File: config.mk
export PLATFORM = sky130hd
export DESIGN_NAME = nib_alu
export DESIGN_NICKNAME = d
export VERILOG_FILES = /design/src/rtl/nib_alu_pkg.sv /design/src/rtl/nib_alu_arith.sv /design/src/rtl/nib_alu_logic.sv /design/src/rtl/nib_alu_cond.sv /design/src/rtl/nib_alu.sv
export SDC_FILE = /design/constraint.sdc
export NUM_CORES = 1
export LEC_CHECK = 0
export BUFFER_PORTS_ARGS = -buffer_cell sky130_fd_sc_hd__buf_4
export CAP_MARGIN = 10
export CELL_PAD_IN_SITES_DETAIL_PLACEMENT = 1
export CELL_PAD_IN_SITES_GLOBAL_PLACEMENT = 2
export CORE_UTILIZATION = 30
export CTS_CLUSTER_DIAMETER = 40
export DETAILED_ROUTE_END_ITERATION = 8
export PLACE_DENSITY = 0.74
export SLEW_MARGIN = 10
export SYNTH_ARGS = -nofsm -noshare
export SYNTH_HDL_FRONTEND = slang
export SYNTH_SLANG_ARGS = --single-unit
File: constraint.sdc
create_clock -name clk -period 5.1 [get_ports clk]
set_clock_uncertainty 0.1 [all_clocks]
set_input_delay 0.51 -clock clk [delete_from_list [all_inputs] [get_ports clk]]
set_output_delay 0.51 -clock clk [all_outputs]
set_load 0.02 [all_outputs]
File: src/rtl/nib_alu_pkg.sv
package nib_alu_pkg;
  localparam int OPW = 5;

  typedef enum logic [OPW-1:0] {
    OP_NOP = 5'd0,
    OP_LDA = 5'd1,
    OP_ADD = 5'd2,
    OP_ADC = 5'd3,
    OP_SUB = 5'd4,
    OP_SBC = 5'd5,
    OP_ADI = 5'd6,
    OP_SBI = 5'd7,
    OP_DAA = 5'd8,
    OP_DAS = 5'd9,
    OP_AND = 5'd10,
    OP_XOR = 5'd11,
    OP_OR  = 5'd12,
    OP_SHR = 5'd13,
    OP_BB0 = 5'd16,
    OP_BB1 = 5'd17,
    OP_BB2 = 5'd18,
    OP_BB3 = 5'd19,
    OP_BZ  = 5'd20,
    OP_BNZ = 5'd21,
    OP_BCS = 5'd22,
    OP_BCC = 5'd23
  } op_e;
endpackage

File: src/rtl/nib_alu_arith.sv
module nib_alu_arith
  import nib_alu_pkg::*;
#(
  parameter int DW = 4
) (
  input  op_e           op,
  input  logic [DW-1:0] a,
  input  logic [DW-1:0] b,
  input  logic          cin,
  output logic          hit,
  output logic          cwr,
  output logic [DW-1:0] res,
  output logic          cout
);
  localparam logic [DW-1:0] DEC_MAX  = DW'(9);
  localparam logic [DW-1:0] DEC_CORR = DW'(6);

  logic [DW:0] sum;
  logic        adj;

  always_comb begin
    hit  = 1'b0;
    cwr  = 1'b0;
    res  = a;
    cout = cin;
    sum  = '0;
    adj  = 1'b0;
    case (op)
      OP_ADD, OP_ADI, OP_ADC: begin
        hit = 1'b1;
        cwr = 1'b1;
        sum = {1'b0, a} + {1'b0, b} + {{DW{1'b0}}, (op == OP_ADC) & cin};
        res = sum[DW-1:0];
        cout = sum[DW];
      end
      OP_SUB, OP_SBI, OP_SBC: begin
        hit = 1'b1;
        cwr = 1'b1;
        sum = {1'b0, a} + {1'b0, ~b} + {{DW{1'b0}}, (op == OP_SBC) ? cin : 1'b1};
        res = sum[DW-1:0];
        cout = sum[DW];
      end
      OP_DAA: begin
        hit = 1'b1;
        cwr = 1'b1;
        adj = (a > DEC_MAX) || cin;
        res = adj ? a + DEC_CORR : a;
        cout = adj | cin;
      end
      OP_DAS: begin
        hit = 1'b1;
        res = cin ? a : a - DEC_CORR;
      end
      default: ;
    endcase
  end
endmodule

File: src/rtl/nib_alu_logic.sv
module nib_alu_logic
  import nib_alu_pkg::*;
#(
  parameter int DW = 4
) (
  input  op_e           op,
  input  logic [DW-1:0] a,
  input  logic [DW-1:0] b,
  input  logic          cin,
  output logic          hit,
  output logic          cwr,
  output logic [DW-1:0] res,
  output logic          cout
);
  always_comb begin
    hit  = 1'b1;
    cwr  = 1'b0;
    res  = a;
    cout = cin;
    case (op)
      OP_LDA: res = b;
      OP_AND: res = a & b;
      OP_XOR: res = a ^ b;
      OP_OR:  res = a | b;
      OP_SHR: begin
        res  = {1'b0, a[DW-1:1]};
        cout = a[0];
        cwr  = 1'b1;
      end
      default: hit = 1'b0;
    endcase
  end
endmodule

File: src/rtl/nib_alu_cond.sv
module nib_alu_cond
  import nib_alu_pkg::*;
#(
  parameter int DW = 4
) (
  input  op_e           op,
  input  logic [DW-1:0] a,
  input  logic          cy,
  output logic          take
);
  localparam int BIT_BASE = 16;

  logic [DW-1:0] bit_take;

  for (genvar i = 0; i < DW; i++) begin : g_bit
    localparam logic [OPW-1:0] CODE = OPW'(BIT_BASE + i);
    assign bit_take[i] = (op == op_e'(CODE)) && a[i];
  end

  always_comb begin
    case (op)
      OP_BZ:   take = (a == '0);
      OP_BNZ:  take = (a != '0);
      OP_BCS:  take = cy;
      OP_BCC:  take = !cy;
      default: take = |bit_take;
    endcase
  end
endmodule

File: src/rtl/nib_alu.sv
module nib_alu
  import nib_alu_pkg::*;
#(
  parameter int DW = 4
) (
  input  logic          clk,
  input  logic          rst,
  input  logic          exec_i,
  input  logic [4:0]    op_i,
  input  logic [DW-1:0] opnd_i,
  input  logic          cy_en_i,
  output logic [DW-1:0] acc_o,
  output logic          cy_o,
  output logic          take_o
);
  op_e           op;
  logic          ar_hit, ar_cwr, ar_cout;
  logic          lg_hit, lg_cwr, lg_cout;
  logic [DW-1:0] ar_res, lg_res;
  logic          br_take;
  logic [DW-1:0] acc_nx;
  logic          cy_nx;

  assign op = op_e'(op_i);

  nib_alu_arith #(.DW(DW)) u_arith (
    .op(op), .a(acc_o), .b(opnd_i), .cin(cy_o),
    .hit(ar_hit), .cwr(ar_cwr), .res(ar_res), .cout(ar_cout)
  );

  nib_alu_logic #(.DW(DW)) u_logic (
    .op(op), .a(acc_o), .b(opnd_i), .cin(cy_o),
    .hit(lg_hit), .cwr(lg_cwr), .res(lg_res), .cout(lg_cout)
  );

  nib_alu_cond #(.DW(DW)) u_cond (
    .op(op), .a(acc_o), .cy(cy_o), .take(br_take)
  );

  always_comb begin
    acc_nx = acc_o;
    cy_nx  = cy_o;
    if (ar_hit) begin
      acc_nx = ar_res;
      if (ar_cwr && cy_en_i) cy_nx = ar_cout;
    end else if (lg_hit) begin
      acc_nx = lg_res;
      if (lg_cwr && cy_en_i) cy_nx = lg_cout;
    end
  end

  always_ff @(posedge clk) begin
    if (rst) begin
      acc_o  <= '0;
      cy_o   <= 1'b0;
      take_o <= 1'b0;
    end else if (exec_i) begin
      acc_o  <= acc_nx;
      cy_o   <= cy_nx;
      take_o <= br_take;
    end else begin
      take_o <= 1'b0;
    end
  end
endmodule

### Yosys cells after proc, flatten, opt, wreduce, memory -nomap -nowiden

Cells that the tools add are included.

| cells by class | value |
|---|---|
| multiplexer cells | 18 |
| eq/ne operators | 26 |
| magnitude comparators | 1 |
| bitwise gates (word level) | 7 |
| shift operators | 0 |
| reductions and logical operators | 23 |
| multiply operators | 0 |
| add/sub/neg operators | 6 |
| divide/modulo/power cells | 0 |

Operator list:

| operator | count |
|---|---|
| 5-bit equality test, second input constant | 8 |
| 5-bit by 4-bit equality test with 1-bit output, second input constant | 6 |
| 5-bit by 3-bit equality test with 1-bit output, second input constant | 4 |
| 4-bit one-hot mux with 5 select lines | 1 |
| 4-bit two-way mux | 4 |
| 4-bit one-hot mux with 4 select lines | 1 |
| 6-bit AND reduction | 2 |
| 4-bit by 4-bit adder with 5-bit output | 2 |
| 5-bit by 1-bit adder with 5-bit output | 2 |
| 5-bit by 2-bit equality test with 1-bit output, second input constant | 2 |
| 1-bit two-way mux | 10 |
| 8-bit OR reduction | 1 |
| 7-bit OR reduction | 1 |
| 1-bit logical AND | 6 |
| 2-bit nonzero test | 3 |
| 6-bit nonzero test | 1 |
| 3-bit OR reduction | 2 |
| 5-bit by 1-bit equality test with 1-bit output, second input constant | 1 |
| 5-bit by 1-bit inequality test with 1-bit output, second input constant | 1 |
| 5-bit OR reduction | 1 |
| 4-bit by 3-bit adder with 4-bit output, second input constant | 1 |
| 4-bit AND | 1 |
| 4-bit > comparator, second input constant | 1 |
| 4-bit zero test | 1 |
| 18 further kinds | 18 |

| word-level totals | value |
|---|---|
| input bits | 13 |
| bits in latches | 0 |
| memories | 0 |
| RAM bits | 0 |
| bits in read-only memories | 0 |
| bits in registers | 6 |

### Longest topological paths before layout

Gate-level depths: netlist of run 1.

| logic depth | value |
|---|---|
| word-level depth | 6 |
| depth in mapped cells | 12 |
| depth with buffers taken out | 10 |

### By module

A second synthesis of run 1 with hierarchy kept.

| unflattened totals | value |
|---|---|
| cells, all modules | 206 |
| area, all modules | 1,592.8 um^2 |

Modules (own cells, without submodules):

| module | times used | area each (um^2) | seq. area each (um^2) | cells each |
|---|---|---|---|---|
| nib_alu_arith | 1 | 703.2 | 0.0 | 93 |
| nib_alu_logic | 1 | 481.7 | 0.0 | 71 |
| nib_alu | 1 | 300.3 | 120.1 | 30 |
| nib_alu_cond | 1 | 107.6 | 0.0 | 12 |

### Least setup slack after synthesis of run 1

Ideal clock, no wire load.

| timing | value |
|---|---|
| path type | input port to flip-flop |
| start | input port op_i[1] |
| end | register acc_o[3] |
| setup slack | 2,109 ps |
| library setup time | 60 ps |
| data required time | 4,940 ps |
| stages on the path | 10 |
| data arrival time | 2,832 ps |
| cell sequence | buf_2 -> buf_2 -> buf_2 -> or4_1 -> fa_1 -> nor2b_1 -> o21a_1 -> or4_1 -> a31oi_1 -> o41a_1 |

| between the ends | value |
|---|---|
| longest elaborated chain between the ends | 5 |
| elaborated cells on any way between the ends | 33 |

Ends and longest elaborated chain:

| element | RTL line | text |
|---|---|---|
| start, declared | nib_alu.sv:9 | `input logic [4:0] op_i,` |
| 5-bit by 3-bit equality test with 1-bit output, or another cell as far along | nib_alu_arith.sv:28, nib_alu_arith.sv:39 |  |
| 1-bit two-way mux, or another cell as far along | nib_alu_arith.sv:39 | `sum = {1'b0, a} + {1'b0, ~b} + {{DW{1'b0}}, (op == OP_SBC) ? cin : 1'b1};` |
| 5-bit by 1-bit adder with 5-bit output, or another cell as far along | nib_alu_arith.sv:39 |  |
| 4-bit one-hot mux with 4 select lines, or another cell as far along | nib_alu_arith.sv:28 | `case (op)` |
| 4-bit two-way mux / 6-bit AND reduction (equally long branches) | - |  |
| end signal, assigned | nib_alu.sv:58 | `acc_o <= acc_nx;` |
| end, declared | nib_alu.sv:12 | `output logic [DW-1:0] acc_o,` |

Several ways; a longest one is shown, not always the timed one. The select of a mux whose other input is x is not followed.
A chain may end at the register's enable or synchronous reset.

### Worst setup path after layout of run 1

| timing | value |
|---|---|
| start | input port op_i[2] |
| end | register acc_o[3] |

The elaborated chain is that of the path after synthesis.

==> metrics.txt, run 1 <==
status completed; post_cts resized 0; post-route cell area 1514 µm²; Final HPWL DP 3676 µm; worst-path cell chain buf_4 > or3b_4 > or4_1 > fa_1 > nor2b_1 > o21a_1 > or4_1 > a31oi_1 > o41a_1; area of the multi-input gates 1092 µm²; Hold Crit Class input pin to flip-flop; Max Slew Vio Count 0; root buf cell clkbuf_8; IO buf count 18; H-tree depth 1; Seq. cell area 120.1 µm²; ys async rst share 0; critical path required time 5.17 ns; Final WS setup 2.106 ns; Routed Antenna Nets 0; routability cong. 0.8423; nets@finish 221; Critical Path Most Common Cell or4_1; Worst-Margin Slew 0.8110 ns; prevailing post-synth register cell dfxtp_1; Critical Path Max Stage Delay 0.45 ns; Max-Cap Viols 0; slowest CP cell or4_1; initial antenna violation count 0; Fillers 543; number of synthesized flops with an enable pin 0; post-CTS setup buffers 0; Cells after Synth 181; Setup crit start op_i[2]; CTS Sinks 6; Final Instance Count excl. Fillers 242; drt first-iter violations 64; syn_nets 210; syn avg cell area 7.493 µm²; sequential fraction of the synthesis area 0.08856; Max IR drop VDD 0.00004287 V; PD cells 163.4 nW/µm²; Ports 19; Skew-Pair Late Insertion Delay 0.23 ns; total wire length 4643 µm; total track usage 0.2017; Mapped Area 1356 µm²; die height 69.24 µm; clock tree buffer depth 2; Hold Path Depth 2; Routed WL per cell 19.19 µm; CTS Hold Buffers Added 0; Max Freq 0.3340 GHz; gr ovfl total 0; starting density of the core 0.3115; Lkg Pwr 0.6207 nW; cell count after placement 239; Antenna diodes 0; RSZ-0062 raised after global routing no; Crit Path Max Fanout 21; largest net degree at the start of global routing 31; reg2reg start cy_o$_SDFFE_PP0P_; Via density 5.876; flops & latches, synth 6; Worst Path Arrival 3.06 ns; Hold Vio Cnt, Final 0; vias in the first global route 1,510; fraction of layout cells with a size suffix above 1 0.1789; Most Crowded Layer GR met2; clk slew on worst S/H paths 0.04 ns; core area 4354 µm²; CTS tree yes; crit path launch type input pin; Die ar. 4794 µm²; DR vias 1,422; Hold Startpoint rst; Synth-to-Final Area Change 11.62%; final setup TNS 0 ns; final setup fails 0; Distinct cells, synth 58; number of buffers created by CTS 3; placed standard-cell area 1473 µm²; met2 Use GR 0.3409; YS warnings 0; final worst-path cycle share 0.5870; grt met3 use 0.02471; # DRC 0; min cycle time layout 2.994 ns; critical setup path kind input pin to flip-flop; first-pass GRT wire length 7734 µm; Rows 24; Die Span X 69.24 µm; Worst setup EP type flip-flop; R2R cell count 10; Max-slew headroom 0.4552; TritonRoute pass-1 iters 4; met1 usage in global routing 0.2614; pre-CTS setup slack 1.888 ns
-- cell usage after synthesis, types with 2 or more instances --
| library cell | n | area share |
|---|---|---|
| a21oi_1 | 12 | 0.044 |
| a311oi_1 | 2 | 0.013 |
| inv_1 | 16 | 0.044 |
| a221oi_1 | 2 | 0.013 |
| nor2_4 | 2 | 0.017 |
| buf_2 | 7 | 0.026 |
| nor2b_1 | 5 | 0.023 |
| nand4_1 | 4 | 0.018 |
| o2bb2ai_1 | 2 | 0.013 |
| a31oi_1 | 6 | 0.028 |
| nor3_1 | 5 | 0.018 |
| xnor2_1 | 2 | 0.013 |
| fa_1 | 5 | 0.074 |
| nand3_1 | 6 | 0.022 |
| nand2_1 | 10 | 0.028 |
| buf_6 | 3 | 0.025 |
| dfxtp_1 | 6 | 0.089 |
| nand2b_1 | 4 | 0.018 |
| ha_1 | 11 | 0.10 |
| nor2_1 | 11 | 0.030 |
| nand3_2 | 2 | 0.015 |
| o21ai_0 | 14 | 0.052 |
| o21a_1 | 2 | 0.011 |
| or4_1 | 3 | 0.017 |
| a21o_1 | 3 | 0.017 |
| and2_1 | 3 | 0.014 |
| buf_4 | 2 | 0.011 |
-- power breakdown --
| part | internal, mW | total, mW | switching, mW |
|---|---|---|---|
| clock | 0.0507 | 0.0718 | 0.0211 |
| combinational | 0.0478 | 0.119 | 0.0707 |
| sequential | 0.0499 | 0.0569 | 0.00707 |
-- layout by cell type, fill, tap and decap left out, drive strengths merged, types with 6 or more instances in the layout --
cell	n
nand2	10
buf	18
a21oi	12
nor2	13
inv	16
nand3	8
dfxtp	6
o21ai	15
a31oi	6
ha	11
-- registers in the layout (all words and copies together) (netlist names) --
name / cells
acc_o: 4
cy_o: 1
take_o: 1
-- layout make-up --
class	count	share of cell area
Tap cell	52	0.04298
Timing Repair Buffer	18	0.08926
Clock buffer	3	0.02727
Multi-Input combinational cell	147	0.7215
Inverter	16	0.03967
Sequential cell	6	0.07934
-- worst max-delay path, delay by kind of cell --
kind / cells / cell delay [ns]
AND/OR/NAND/NOR: 4 / 1.43
AO/OA/AOI/OAI: 3 / 0.50
adder cells (fa/ha/maj): 1 / 0.39
buffers and inverters: 1 / 0.22
-- final timing paths --
path,to,slack (ns)
max reg2reg,cy_o$_SDFFE_PP0P_,2.42
max,acc_o[3]$_SDFFE_PP0P_,2.11
min,acc_o[2]$_SDFFE_PP0P_,0.41
min reg2reg,cy_o$_SDFFE_PP0P_,0.47
-- cell families after synthesis --
kind of cell	share of synthesized area
AOI/OAI and AO/OA	0.3146
xor gates and xnor gates	0.01938
adders and majority gates	0.1753
buffers and inverters	0.1061
DFF	0.08856
muxes	0.007380
and+or+nand+nor	0.2888
-- stage by stage --
step / power [mW] / hold slack (ns) / utilization
after global routing: 0.2642 / 0.4235 / 0.3477
after detailed placement: 0.1759 / 0.4632 / 0.3382
final: 0.2473 / 0.4092 / 0.3477
after CTS: 0.2488 / 0.4138 / 0.3477
after floorplan: 0.1391 / 0.4696 / -
after global placement: 0.1731 / 0.4532 / 0.3382
-- routing by layer --
| layer | vias to the layer above | routed length [µm] |
|---|---|---|
| li1 | 686 | - |
| met1 | 688 | 2158 |
| met2 | 37 | 2189 |
| met3 | 11 | 185 |
| met4 | 0 | 109 |
| met5 | - | 0 |
Note: power is estimated with default switching activity, not from simulation.
==> run 2, diff against run 1 <==
- PLACE_DENSITY: 0.74 -> 0.76
- clock period: 5.1 -> 2.65 ns (I/O delays scaled with it)
==> run 2 against run 1 <==
Effect of this change:
- die area did not move
- first-iteration DRC count rose by 16%
- clock power rose by 100%
- worst hold slack got worse by 0.24 ns
- critical path type unchanged
- critical endpoint unchanged
- highest routed layer unchanged
==> metrics.txt, run 2 (synthesized netlist as in run 1, its figures left out) <==
status completed; commonest non-fill, non-tap cell in the layout buf_4; Worst Path Arrival 2.58 ns; Metal-1 WL 2371 µm; first-pass GRT wire length 8459 µm; final setup fails 0; clock tree buffer depth 2; Die Span X 69.24 µm; number of buffers created by CTS 3; uppermost routed layer met4; root buf cell clkbuf_8; crit path launch type input pin; starting density of the core 0.3115; Routed Antenna Nets 0; Hold Vio Cnt, Final 0; WL met2 2410 µm; Rows 24; # DRC 0; Final HPWL DP 4151 µm; area of the multi-input gates 1099 µm²; DR vias 1,518; critical setup path kind input pin to flip-flop; Antenna diodes 0; Fillers 545; critical path required time 2.72 ns; final hold slack 0.1713 ns; Hold Crit Class input pin to flip-flop; met3 WL 120 µm; min cycle time layout 2.513 ns; clk slew on worst S/H paths 0.04 ns; core area 4354 µm²; Die ar. 4794 µm²; total track usage 0.2217; final worst-path cycle share 0.9484; fin util 0.3871; TritonRoute pass-1 iters 4; Largest register FFs 4; Synth-to-Final Area Change 24.26%; Max-slew headroom 0.7266; RSZ-0062 raised after global routing no; initial antenna violation count 0; most frequent cells in the layout buf_4, inv_1, o21ai_0; drt first-iter violations 74; H-tree depth 1; Via density 5.750; CTS Sinks 6; Crit Path Max Fanout 4; Ports 19; Worst setup EP type flip-flop; Max-Cap Viols 0; fraction of layout cells with a size suffix above 1 0.2736; Seq. cell area 120.1 µm²; Max Slew Vio Count 0; largest net degree at the start of global routing 24; Max IR drop VDD 0.00009204 V; nets@finish 243; Worst-Margin Slew 0.4093 ns; die height 69.24 µm; Max Freq 0.3979 GHz; post-CTS setup buffers 0; Lkg Pwr 0.7326 nW; largest registers acc_o: 4 flops, cy_o: 1 flops, take_o: 1 flops; total wire length 5038 µm; routability cong. 0.9643; vias in the first global route 1,583; Top reg by flops acc_o; gr ovfl total 0; post_cts resized 0; Routed WL per cell 19.08 µm; Skew-Pair Late Insertion Delay 0.23 ns; PD cells 304.9 nW/µm²; CTS Hold Buffers Added 0; IO buf count 18; CTS tree yes
run 2: cell types whose count changed in the layout (fill, tap and decap cells not counted):
cell	change
buf_4	+22
fa_1	-1
fa_2	+1
o21ai_0	-1
o21ai_1	+1
or4_1	-1
or4_4	+1
run 2: per-layer routing:
| metal | track usage | vias to the layer above |
|---|---|---|
| met1 | 0.2958 | 745 |
| li1 | - | 725 |
| met4 | 0.07710 | 0 |
| met2 | 0.3786 | 35 |
| met5 | 0 | - |
| met3 | 0.01163 | 13 |
run 2: final timing paths:
path	start	to	slack (ns)	cells after the start
worst max-delay path	op_i[4]	acc_o[3]$_SDFFE_PP0P_	0.14	9
worst min-delay path	rst	cy_o$_SDFFE_PP0P_	0.17	2
worst max register to register	cy_o$_SDFFE_PP0P_	cy_o$_SDFFE_PP0P_	0.17	10
worst min register to register	acc_o[0]$_SDFFE_PP0P_	acc_o[0]$_SDFFE_PP0P_	0.54	2
run 2: worst max-delay path: stages:
cell and delay (ns):
buf_4 0.12, or3b_4 0.39, or4_4 0.43, fa_2 0.35
nor2b_1 0.13, o21a_1 0.17, or4_1 0.41, a31oi_1 0.15
o41a_1 0.15
run 2: per-stage QoR:
step | setup slack [ns] | instance area (µm²) | instances | setup TNS [ns] | total power, mW
floorplan | 0.01585 | 1371 | 181 | 0 | 0.2703
CTS | 0.1455 | 1685 | 264 | 0 | 0.5151
global placement | -0.02628 | 1644 | 261 | -0.02647 | 0.3592
detailed placement | -0.09248 | 1644 | 261 | -0.2655 | 0.3677
global route | 0.01784 | 1685 | 264 | 0 | 0.5472
finish | 0.1368 | 1685 | 264 | 0 | 0.5139
run 2: cell type report:
| type | count | area share |
|---|---|---|
| Multi-Input combinational cell | 147 | 0.6518 |
| Clock buffer | 3 | 0.02450 |
| Tap cell | 52 | 0.03860 |
| Timing Repair Buffer | 40 | 0.1782 |
| Inverter | 16 | 0.03563 |
| Sequential cell | 6 | 0.07127 |
run 2: where the power goes:
group          total (mW)  switching [mW]  internal (mW)
registers          0.0987         0.00288         0.0959
clock network       0.145          0.0470         0.0983
logic               0.270           0.155          0.114
total               0.514           0.205          0.309
